<file path="src/rtl/cpiv_pkg.sv">
package cpiv_pkg;
  // interrupt source layout: source i sits at bit i*SRC_STRIDE
  localparam int NSRC       = 3;
  localparam int SRC_STRIDE = 8;
  localparam int IDX_DRDY   = 0;
  localparam int IDX_VIOL   = 1;
  localparam int IDX_TAG    = 2;
  localparam int VT_LSB     = 12;
  localparam int VT_W       = 4;
  localparam int CTL_START  = 0;
  localparam int CTL_SWRST  = 8;

  // word address map
  localparam int unsigned A_CTRL    = 0;
  localparam int unsigned A_MODE    = 1;
  localparam int unsigned A_IEN     = 2;
  localparam int unsigned A_IDIS    = 3;
  localparam int unsigned A_IMASK   = 4;
  localparam int unsigned A_ISTAT   = 5;
  localparam int unsigned KEY_BASE  = 8;
  localparam int unsigned KEY_N     = 8;
  localparam int unsigned BLK_N     = 4;
  localparam int unsigned DIN_BASE  = 16;
  localparam int unsigned DOUT_BASE = DIN_BASE + BLK_N;
  localparam int unsigned IV_BASE   = 24;

  typedef enum logic [1:0] {PH_IDLE = 2'd0, PH_RUN = 2'd1, PH_SUBKEY = 2'd2} phase_e;
  localparam logic [1:0] SMODE_WORD0 = 2'd2;

  typedef enum logic [3:0] {
    RK_NONE, RK_CTRL, RK_MODE, RK_IEN, RK_IDIS, RK_IMASK, RK_ISTAT,
    RK_KEY, RK_DIN, RK_DOUT, RK_IV
  } kind_e;

  typedef struct packed {
    logic            hit;
    logic [VT_W-1:0] code;
  } viol_t;

  function automatic logic in_span(input logic [31:0] a, input int unsigned base,
                                   input int unsigned n);
    return (a >= base) && (a < base + n);
  endfunction

  function automatic kind_e addr_kind(input logic [31:0] a);
    if (a == A_CTRL)                 return RK_CTRL;
    if (a == A_MODE)                 return RK_MODE;
    if (a == A_IEN)                  return RK_IEN;
    if (a == A_IDIS)                 return RK_IDIS;
    if (a == A_IMASK)                return RK_IMASK;
    if (a == A_ISTAT)                return RK_ISTAT;
    if (in_span(a, KEY_BASE, KEY_N))  return RK_KEY;
    if (in_span(a, DIN_BASE, BLK_N))  return RK_DIN;
    if (in_span(a, DOUT_BASE, BLK_N)) return RK_DOUT;
    if (in_span(a, IV_BASE, BLK_N))   return RK_IV;
    return RK_NONE;
  endfunction

  function automatic logic write_only(input kind_e k);
    return k inside {RK_CTRL, RK_IEN, RK_IDIS, RK_KEY, RK_DIN, RK_IV};
  endfunction

  // classify one access against the engine phase
  function automatic viol_t classify(input kind_e k, input logic wr,
                                     input logic [1:0] ph, input logic [1:0] sm);
    viol_t v;
    v = '{hit: 1'b1, code: 4'd0};
    if (wr && k == RK_DIN && ph == PH_RUN && sm == SMODE_WORD0) v.code = 4'd0;
    else if (!wr && k == RK_DOUT && ph == PH_RUN)               v.code = 4'd1;
    else if (wr && k == RK_MODE && ph == PH_RUN)                v.code = 4'd2;
    else if (!wr && k == RK_DOUT && ph == PH_SUBKEY)            v.code = 4'd3;
    else if (wr && k == RK_MODE && ph == PH_SUBKEY)             v.code = 4'd4;
    else if (!wr && write_only(k))                              v.code = 4'd5;
    else v.hit = 1'b0;
    return v;
  endfunction
endpackage

</file>
<file path="src/rtl/cpiv_acc_decode.sv">
module cpiv_acc_decode
  import cpiv_pkg::*;
#(
  parameter int ADDR_W = 6
) (
  input  logic              sel,
  input  logic              we,
  input  logic [ADDR_W-1:0] addr,
  input  logic              start_bit,
  input  logic              swrst_bit,
  input  logic [1:0]        phase,
  input  logic [1:0]        smode,
  output logic              start_wr,
  output logic              swrst_wr,
  output logic              ien_wr,
  output logic              idis_wr,
  output logic              dout_rd,
  output logic              mask_rd,
  output logic              stat_rd,
  output logic              viol_hit,
  output logic [VT_W-1:0]   viol_code
);
  logic [31:0] a32;
  kind_e       kind;
  viol_t       v;

  assign a32  = 32'(addr);
  assign kind = addr_kind(a32);
  assign v    = classify(kind, we, phase, smode);

  assign start_wr  = sel && we && kind == RK_CTRL && start_bit;
  assign swrst_wr  = sel && we && kind == RK_CTRL && swrst_bit;
  assign ien_wr    = sel && we && kind == RK_IEN;
  assign idis_wr   = sel && we && kind == RK_IDIS;
  assign dout_rd   = sel && !we && kind == RK_DOUT;
  assign mask_rd   = sel && !we && kind == RK_IMASK;
  assign stat_rd   = sel && !we && kind == RK_ISTAT;
  assign viol_hit  = sel && v.hit;
  assign viol_code = v.code;
endmodule

</file>
<file path="src/rtl/cpiv_viol_trap.sv">
module cpiv_viol_trap #(
  parameter int VT_W = 4
) (
  input  logic            clk,
  input  logic            rst_n,
  input  logic            hit,
  input  logic [VT_W-1:0] code,
  input  logic            swrst,
  output logic            flag,
  output logic [VT_W-1:0] vtype
);
  always_ff @(posedge clk or negedge rst_n) begin
    if (!rst_n) begin
      flag  <= 1'b0;
      vtype <= '0;
    end else if (swrst) begin
      flag  <= 1'b0;
      vtype <= '0;
    end else if (hit && !flag) begin
      flag  <= 1'b1;
      vtype <= code;
    end
  end
endmodule

</file>
<file path="src/rtl/cpiv_mask_reg.sv">
module cpiv_mask_reg #(
  parameter int NSRC = 3
) (
  input  logic            clk,
  input  logic            rst_n,
  input  logic            set_wr,
  input  logic            clr_wr,
  input  logic [NSRC-1:0] wbits,
  output logic [NSRC-1:0] mask_q
);
  always_ff @(posedge clk or negedge rst_n) begin
    if (!rst_n)      mask_q <= '0;
    else if (set_wr) mask_q <= mask_q | wbits;
    else if (clr_wr) mask_q <= mask_q & ~wbits;
  end
endmodule

</file>
<file path="src/rtl/cpiv_evt_status.sv">
module cpiv_evt_status #(
  parameter int NEV = 2
) (
  input  logic           clk,
  input  logic           rst_n,
  input  logic [NEV-1:0] set_pls,
  input  logic [NEV-1:0] clr_pls,
  output logic [NEV-1:0] q
);
  for (genvar i = 0; i < NEV; i++) begin : g_bit
    always_ff @(posedge clk or negedge rst_n) begin
      if (!rst_n)          q[i] <= 1'b0;
      else if (set_pls[i]) q[i] <= 1'b1;
      else if (clr_pls[i]) q[i] <= 1'b0;
    end
  end
endmodule

</file>
<file path="src/rtl/cpiv_irq_unit.sv">
module cpiv_irq_unit
  import cpiv_pkg::*;
#(
  parameter int ADDR_W = 6,
  parameter int DATA_W = 32
) (
  input  logic              clk,
  input  logic              rst_n,
  input  logic              bus_sel,
  input  logic              bus_we,
  input  logic [ADDR_W-1:0] bus_addr,
  input  logic [DATA_W-1:0] bus_wdata,
  output logic [DATA_W-1:0] bus_rdata,
  input  logic [1:0]        eng_phase,
  input  logic [1:0]        start_mode,
  input  logic              data_done,
  input  logic              tag_done,
  output logic              irq
);
  localparam int NEV = 2;

  logic            start_wr, swrst_wr, ien_wr, idis_wr, dout_rd, mask_rd, stat_rd;
  logic            viol_hit, viol_flag;
  logic [VT_W-1:0] viol_code, viol_type;
  logic [NSRC-1:0] wbits, mask_q, stat_w;
  logic [NEV-1:0]  evt_set, evt_clr, evt_q;

  for (genvar i = 0; i < NSRC; i++) begin : g_wbits
    assign wbits[i] = bus_wdata[i*SRC_STRIDE];
  end

  cpiv_acc_decode #(.ADDR_W(ADDR_W)) u_dec (
    .sel(bus_sel), .we(bus_we), .addr(bus_addr),
    .start_bit(bus_wdata[CTL_START]), .swrst_bit(bus_wdata[CTL_SWRST]),
    .phase(eng_phase), .smode(start_mode),
    .start_wr(start_wr), .swrst_wr(swrst_wr), .ien_wr(ien_wr), .idis_wr(idis_wr),
    .dout_rd(dout_rd), .mask_rd(mask_rd), .stat_rd(stat_rd),
    .viol_hit(viol_hit), .viol_code(viol_code)
  );

  cpiv_viol_trap #(.VT_W(VT_W)) u_trap (
    .clk(clk), .rst_n(rst_n), .hit(viol_hit), .code(viol_code),
    .swrst(swrst_wr), .flag(viol_flag), .vtype(viol_type)
  );

  cpiv_mask_reg #(.NSRC(NSRC)) u_mask (
    .clk(clk), .rst_n(rst_n), .set_wr(ien_wr), .clr_wr(idis_wr),
    .wbits(wbits), .mask_q(mask_q)
  );

  // event bit 0: data ready, event bit 1: tag ready
  assign evt_set = {tag_done, data_done};
  assign evt_clr = {swrst_wr, start_wr | swrst_wr | dout_rd};

  cpiv_evt_status #(.NEV(NEV)) u_evt (
    .clk(clk), .rst_n(rst_n), .set_pls(evt_set), .clr_pls(evt_clr), .q(evt_q)
  );

  always_comb begin
    stat_w           = '0;
    stat_w[IDX_DRDY] = evt_q[0];
    stat_w[IDX_VIOL] = viol_flag;
    stat_w[IDX_TAG]  = evt_q[1];
  end

  assign irq = |(stat_w & mask_q);

  always_comb begin
    bus_rdata = '0;
    if (mask_rd) begin
      for (int i = 0; i < NSRC; i++) bus_rdata[i*SRC_STRIDE] = mask_q[i];
    end else if (stat_rd) begin
      for (int i = 0; i < NSRC; i++) bus_rdata[i*SRC_STRIDE] = stat_w[i];
      bus_rdata[VT_LSB +: VT_W] = viol_type;
    end
  end
endmodule

</file>
<file path="config.mk">
export PLATFORM = sky130hd
export DESIGN_NAME = cpiv_irq_unit
export DESIGN_NICKNAME = d
export VERILOG_FILES = /design/src/rtl/cpiv_pkg.sv /design/src/rtl/cpiv_acc_decode.sv /design/src/rtl/cpiv_viol_trap.sv /design/src/rtl/cpiv_mask_reg.sv /design/src/rtl/cpiv_evt_status.sv /design/src/rtl/cpiv_irq_unit.sv
export SDC_FILE = /design/constraint.sdc
export NUM_CORES = 1
export LEC_CHECK = 0
export BUFFER_PORTS_ARGS = -buffer_cell sky130_fd_sc_hd__buf_4
export CAP_MARGIN = 20
export CORE_MARGIN = 10
export CORE_UTILIZATION = 40
export CTS_BUF_LIST = sky130_fd_sc_hd__clkbuf_8
export DETAILED_ROUTE_END_ITERATION = 12
export PLACE_DENSITY_LB_ADDON = 0.12
export SLEW_MARGIN = 15
export SYNTH_ARGS = -nofsm -noshare
export SYNTH_HDL_FRONTEND = slang
export SYNTH_SLANG_ARGS = --single-unit
</file>
<file path="constraint.sdc">
create_clock -name clk -period 2.87 [get_ports clk]
set_input_delay 0.4305 -clock clk [delete_from_list [all_inputs] [get_ports clk]]
set_output_delay 0.4305 -clock clk [all_outputs]
set_load 0.02 [all_outputs]
</file>
# Word-level counts from Yosys, hierarchy flattened
# Index checks and enable logic that the tools add are counted.
[op_classes] order_cmp=8 n_eq_ne=18 muxes=113 n_bitwise=6 reduce_logical=35
[op_table] operator="$mux 4" n=37
[op_table] operator="$mux 1" n=72
[op_table] operator="$logic_not 32->1" n=1
[op_table] operator="$logic_and 1x1->1" n=26
[op_table] operator="$lt 6x5->1 const B" n=4
[op_table] operator="$ge 6x5->1 const B" n=3
[op_table] operator="$eq 4x3->1 const B" n=4
[op_table] operator="$eq 4x4->1 const B" n=3
[op_table] operator="$eq 6x2->1 const B" n=2
[op_table] operator="$eq 6x3->1 const B" n=2
[op_table] operator="$mux 3" n=3
[op_table] operator="$eq 4x2->1 const B" n=2
[op_table] operator="$reduce_bool 2->1" n=4
[op_table] operator="$and 3x3->3" n=2
[op_table] operator="$eq 6x1->1 const B" n=1
[op_table] operator="$ge 6x4->1 const B" n=1
[op_table] operator="$reduce_bool 6->1" n=1
[op_table] operator="$mux 5" n=1
[op_table] operator="$eq 2x2->1 const B" n=2
[op_table] operator="$eq 4x1->1 const B" n=1
[op_table] operator="$not 3->3" n=1
[op_table] operator="$or 3x3->3" n=1
[op_table] operator="$reduce_or 3->1" n=1
[op_table] operator="$eq 2x1->1 const B" n=1
[op_table] operator="2 further kinds" n=4
[word_totals] ff_bits=10 in_bits=48 output_inout_bits=33 word_cells=185

# Depth between registers and ports, before layout
[depth] ltp_word=70 ltp_mapped=6

# By module
# From an unflattened synthesis, not the netlist that was laid out.
[hier_totals] hier_cells=131 area_unflattened_um2=1082.3
[modules_own_cells] module="cpiv_acc_decode" instances=1 cells_each=59 area_per_inst_um2=384.1 seq_area_each_um2=0.0
[modules_own_cells] module="cpiv_irq_unit" instances=1 cells_each=37 area_per_inst_um2=276.5 seq_area_each_um2=0.0
[modules_own_cells] module="cpiv_viol_trap" instances=1 cells_each=20 area_per_inst_um2=236.5 seq_area_each_um2=125.1
[modules_own_cells] module="cpiv_mask_reg" instances=1 cells_each=9 area_per_inst_um2=112.6 seq_area_each_um2=75.1
[modules_own_cells] module="cpiv_evt_status" instances=1 cells_each=6 area_per_inst_um2=72.6 seq_area_each_um2=50.0

# Worst setup path before layout
# Ideal clock, no wire load.
[synth_timing] path_type="input to output" startpoint="in bus_addr[3]" endpoint="out bus_rdata[0]" arrival_time_ns=1.347 required_time_ns=2.440 slack_ns=1.092 stages=3 cell_sequence="nor4b_4 -> nor4b_2 -> a22o_1"
[synth_via] elab_chain_len=33
[synth_rtl] element="from (decl)" line_no="cpiv_irq_unit.sv:11" source="input logic [ADDR_W-1:0] bus_addr,"
[synth_rtl] element="$eq 6x1->1" line_no="cpiv_pkg.sv:47" source="if (a == A_MODE) return RK_MODE;"
[synth_rtl] element="$mux 4" line_no="cpiv_pkg.sv:47"
[synth_rtl] element="$mux 4" line_no="cpiv_pkg.sv:48" source="if (a == A_IEN) return RK_IEN;"
[synth_rtl] element="$mux 4" line_no="cpiv_pkg.sv:49" source="if (a == A_IDIS) return RK_IDIS;"
[synth_rtl] element="$mux 4 (2 in series)" line_no="cpiv_pkg.sv:50" source="if (a == A_IMASK) return RK_IMASK;"
[synth_rtl] element="$mux 4" line_no="cpiv_pkg.sv:49"
[synth_rtl] element="$mux 4" line_no="cpiv_pkg.sv:48"
[synth_rtl] element="$mux 4" line_no="cpiv_pkg.sv:47"
[synth_rtl] element="[16 not listed]"
[synth_rtl] element="$mux 4" line_no="cpiv_pkg.sv:50"
[synth_rtl] element="$mux 4" line_no="cpiv_pkg.sv:49"
[synth_rtl] element="$mux 4" line_no="cpiv_pkg.sv:48"
[synth_rtl] element="$mux 4 (*)" line_no="cpiv_pkg.sv:47"
[synth_rtl] element="$eq 4x3->1" line_no="cpiv_acc_decode.sv:37" source="assign stat_rd = sel && !we && kind == RK_ISTAT;"
[synth_rtl] element="$logic_and 1x1->1" line_no="cpiv_acc_decode.sv:37"
[synth_rtl] element="$mux 1" line_no="cpiv_irq_unit.sv:72" source="end else if (stat_rd) begin"
[synth_rtl] element="$mux 1 (*)" line_no="cpiv_irq_unit.sv:70" source="if (mask_rd) begin"
[synth_rtl] element="to (decl)" line_no="cpiv_irq_unit.sv:13" source="output logic [DATA_W-1:0] bus_rdata,"
# Mark *: on every way between the ends. The rest lies on a longest branch, timed or not. The select of a mux whose other input is x is not followed.

# Final worst setup path
[layout_timing] startpoint="in bus_addr[3]" endpoint="out bus_rdata[8]"
# Same word-level chain as after synthesis.

==> report_table.html <==
<table>
<tr><th>Metric</th><th>Value</th></tr>
<tr><th colspan="2">Synthesis</th></tr>
<tr><td>Mean instance size in the synthesized netlist</td><td>around 8.9 um2</td></tr>
<tr><td>Cells after Synth</td><td>between 90 and 100</td></tr>
<tr><td>Simple-gate area share of the yosys netlist</td><td>28.0%</td></tr>
<tr><td>Share of the synthesized area in compound gates (AO/OA/AOI/OAI)</td><td>21.1%</td></tr>
<tr><td>Most numerous cell types in the synthesized netlist</td><td>buf_4, nand2_1, dfrtp_1</td></tr>
<tr><td>Async set-or-reset flop fraction in the synthesized netlist</td><td>100%</td></tr>
<tr><td>Synth top area share</td><td>25.7%</td></tr>
<tr><td>Area share of xor/xnor cells in the synthesized design</td><td>0%</td></tr>
<tr><td>Post-synthesis adder-cell area fraction</td><td>0%</td></tr>
<tr><td>Most instantiated library cell after synthesis</td><td>buf_4</td></tr>
<tr><td>Number of warning messages in the yosys log</td><td>0</td></tr>
<tr><td>Cell types with the largest area share after synthesis</td><td>dfrtp_1, buf_4, nand2_1, nor4b_4, nor4b_2</td></tr>
<tr><td>Cell taking the most area after synthesis</td><td>dfrtp_1</td></tr>
<tr><td>EDFF count, synth</td><td>0</td></tr>
<tr><td>Synthesized cell area</td><td>877 um2</td></tr>
<tr><td>Number of storage elements in the synthesis netlist</td><td>9</td></tr>
<tr><td>Primary flip-flop cell chosen by synthesis mapping</td><td>dfrtp_1</td></tr>
<tr><td>Number of library cell types mapped by synthesis</td><td>33</td></tr>
<tr><td>Mux contribution to synthesized area</td><td>~1.1%</td></tr>
<tr><td>Largest family of logic cells by synthesized area</td><td>simple AND/OR/NAND/NOR gates</td></tr>
<tr><td>Share of synthesized area occupied by flip-flops and latches</td><td>roughly 26%</td></tr>
<tr><th colspan="2">Power</th></tr>
<tr><td>Register share of total power</td><td>between 30 and 40%</td></tr>
<tr><td>Switch share</td><td>approximately 32%</td></tr>
<tr><td>Internal power consumption</td><td>between 200 and 300 uW</td></tr>
<tr><td>Share of power burned in combinational logic</td><td>~28%</td></tr>
<tr><td>Leakage</td><td>0.000488 uW</td></tr>
<tr><td>Maximum vdd ir drop</td><td>159 uV</td></tr>
<tr><td>Switching power summed over all nets</td><td>134 uW</td></tr>
<tr><td>Final Total Pwr</td><td>417 uW</td></tr>
<tr><td>Clock network fraction of design power</td><td>approximately a third</td></tr>
<tr><td>Power per cell area</td><td>about 400 nW/um2</td></tr>
<tr><th colspan="2">Detailed routing</th></tr>
<tr><td>ANT nets after route</td><td>0</td></tr>
<tr><td>Via count</td><td>708</td></tr>
<tr><td>First-pass DRT Iterations</td><td>4</td></tr>
<tr><td>Number of remaining DRC errors</td><td>0</td></tr>
<tr><td>Drt first-iter violations</td><td>19</td></tr>
<tr><td>Final routed wire length divided by cell count</td><td>13.7 um</td></tr>
<tr><td>Wirelength, routed</td><td>about 2100 um</td></tr>
<tr><td>Vias/cell</td><td>about 4.7</td></tr>
<tr><th colspan="2">Clock tree</th></tr>
<tr><td>Number of buffers on the longest clock path</td><td>2</td></tr>
<tr><td>Number of buffers inserted for hold repair after clock tree synthesis</td><td>0</td></tr>
<tr><td>Worst-Skew Late Latency</td><td>~0.23 ns</td></tr>
<tr><td>Root buf cell</td><td>clkbuf_8</td></tr>
<tr><td>TritonCTS buffer count</td><td>3</td></tr>
<tr><td>Htree depth</td><td>1</td></tr>
<tr><td>Post-CTS sizing</td><td>0</td></tr>
<tr><td>Post-CTS setup buffer count</td><td>0</td></tr>
<tr><td>CTS tree</td><td>built</td></tr>
<tr><td>Clk slew on worst S/H paths</td><td>roughly 0.04 ns</td></tr>
<tr><td>CTS sink cnt</td><td>9</td></tr>
<tr><th colspan="2">Place</th></tr>
<tr><td>Post-detail-place hpwl</td><td>1830 um</td></tr>
<tr><td>RePlAce Congestion</td><td>between 0.7 and 0.8</td></tr>
<tr><td>Cell total after placement</td><td>148</td></tr>
<tr><td>Total of buffers placed on input and output ports</td><td>25</td></tr>
<tr><th colspan="2">Floorplan</th></tr>
<tr><td>Starting density of the core</td><td>between 40% and 50%</td></tr>
<tr><td>X dimension of the die</td><td>between 60 and 70 um</td></tr>
<tr><td>Die Area</td><td>about 4500 um2</td></tr>
<tr><td>Die Height</td><td>~67 um</td></tr>
<tr><td>Top Ports</td><td>81</td></tr>
<tr><td>Floorplan row count</td><td>16</td></tr>
<tr><td>Area of the core region</td><td>2020 um2</td></tr>
<tr><th colspan="2">Run</th></tr>
<tr><td>Number of max-cap violations</td><td>0</td></tr>
<tr><th colspan="2">Critical path</th></tr>
<tr><td>Max FO, Critical Path</td><td>6</td></tr>
<tr><td>Capturing element type of the critical path</td><td>output port</td></tr>
<tr><td>Kind of critical path</td><td>input pin to output port</td></tr>
<tr><td>Critical Path Source Type</td><td>input pin</td></tr>
<tr><td>Arrival time reported for the critical path endpoint</td><td>approximately 1.7 ns</td></tr>
<tr><td>Worst EP required</td><td>about 2.4 ns</td></tr>
<tr><th colspan="2">STA</th></tr>
<tr><td>Clock tree skew after final layout</td><td>about 0.000090 ns</td></tr>
<tr><td>Post-route setup TNS</td><td>0 ns</td></tr>
<tr><td>RSZ-0062 raised after global routing</td><td>no</td></tr>
<tr><td>Maximum clock frequency</td><td>466 MHz</td></tr>
<tr><td>Final setup violation count</td><td>0</td></tr>
<tr><td>Shortest clock period the worst path allows after layout</td><td>between 2 and 2.5 ns</td></tr>
<tr><td>Final number of hold-violating endpoints</td><td>0</td></tr>
<tr><td>Max-slew violation count</td><td>0</td></tr>
<tr><td>Final period util</td><td>about three quarters</td></tr>
<tr><th colspan="2">Status</th></tr>
<tr><td>Result of the run</td><td>finished, final reports clean</td></tr>
<tr><th colspan="2">GRT</th></tr>
<tr><td>Pin count of the biggest net entering global routing</td><td>10</td></tr>
<tr><td>Antenna violations before repair</td><td>0</td></tr>
<tr><td>First-pass GRT wire length</td><td>~3200 um</td></tr>
<tr><td>Via count of the first global-routing pass</td><td>~700</td></tr>
<tr><td>Overall Global Routing Usage</td><td>8.85%</td></tr>
<tr><td>Total gr overflow</td><td>0</td></tr>
<tr><th colspan="2">Finish</th></tr>
<tr><td>Fraction of layout instances using a drive strength above 1</td><td>29.6%</td></tr>
<tr><td>Utilization after layout</td><td>just over 50%</td></tr>
<tr><td>Synth-to-Final Area Change</td><td>18.3%</td></tr>
<tr><td># diodes</td><td>0</td></tr>
<tr><td>Nets@finish</td><td>approximately 170</td></tr>
<tr><td>Layout Cells excl Fill</td><td>152</td></tr>
<tr><th colspan="2">Min path</th></tr>
<tr><td>Worst hold path class</td><td>input pin to asynchronous set/reset pin</td></tr>
</table>
==> logic make-up (layout without fill, tap and decap cells) <==
logic type / Yosys count / after routing
other: 1 / 26
AOI/OAI and AO/OA: 22 / 22
muxes: 1 / 1
buffers and inverters: 29 / 31
and+or+nand+nor: 36 / 36
DFF: 9 / 9
==> power groups by stage <==
stage / combinational, uW / clock [uW] / sequential (uW)
6_report: 117 / 142 / 158
4_1_cts: 117 / 145 / 157
3_5_place_dp: 116 / 0 / 159
2_1_floorplan: 104 / 0 / 156
5_1_grt: 129 / 152 / 160
3_3_place_gp: 115 / 0 / 159
==> placed cells by master (no fill, tap or decap), drive strengths merged, types with 2 or more instances in the layout <==
| master | synthesis | routed |
|---|---|---|
| conb | 1 | 26 |
| buf | 27 | 25 |
| nand2 | 14 | 14 |
| dfrtp | 9 | 9 |
| o21ai | 7 | 7 |
| nor2 | 5 | 5 |
| nor4b | 4 | 4 |
| nand2b | 3 | 3 |
| and2 | 3 | 3 |
| inv | 2 | 3 |
| a22o | 3 | 3 |
| clkbuf | 0 | 3 |
| nand3b | 2 | 2 |
| a32o | 2 | 2 |
| o31ai | 2 | 2 |
==> per-layer routing <==
layer	up-vias	part of all wire (%)	GRT usage, %
li1	349	-	-
met1	319	38	9.75
met3	2	16	3.34
met5	-	0	0
met2	38	45	14.0
met4	0	1.2	5.50
==> area by class of cell <==
cell class                 instances  area [um2]
sequential                         9         225
timing repair buffer              25         188
multi-input combinational         85         538
fill                             227         985
clock buffer                       3        41.3
clock inverter                     1        3.75
inverter                           2        7.51
tap                               27        33.8
==> per-stage QoR <==
stage	worst slack [ns]	instance area, um2	hold WS (ns)
3_5_place_dp	0.688	992	0.262
6_report	0.726	1040	0.0164
2_1_floorplan	1.09	971	0.135
4_1_cts	0.680	1040	0.0153
3_3_place_gp	0.691	992	0.259
5_1_grt	0.561	1040	0.0179
==> worst paths after layout <==
kind	from	to	slack (ns)	depth (start not counted)
max	bus_addr[3]	bus_rdata[8]	0.73	6
min	rst_n	u_evt.q[0]$_DFFE_PN0P_	0.02	1
max reg2reg	u_trap.flag$_DFFE_PN0P_	u_trap.vtype[2]$_DFFE_PN0P_	1.76	3
min reg2reg	flop	flop	0.50	2
max in group asynchronous	rst_n	u_trap.vtype[2]$_DFFE_PN0P_	2.72	1
min in group clk	tag_done	u_evt.q[1]$_DFFE_PN0P_	0.38	2
==> critical path, cell delays in order <==
cell and delay (ns):
buf_4 0.14, nor4b_4 0.38, nand2_1 0.10, nor2_1 0.31
a22o_1 0.21, buf_4 0.14
Power figures use the tool's default switching activity.
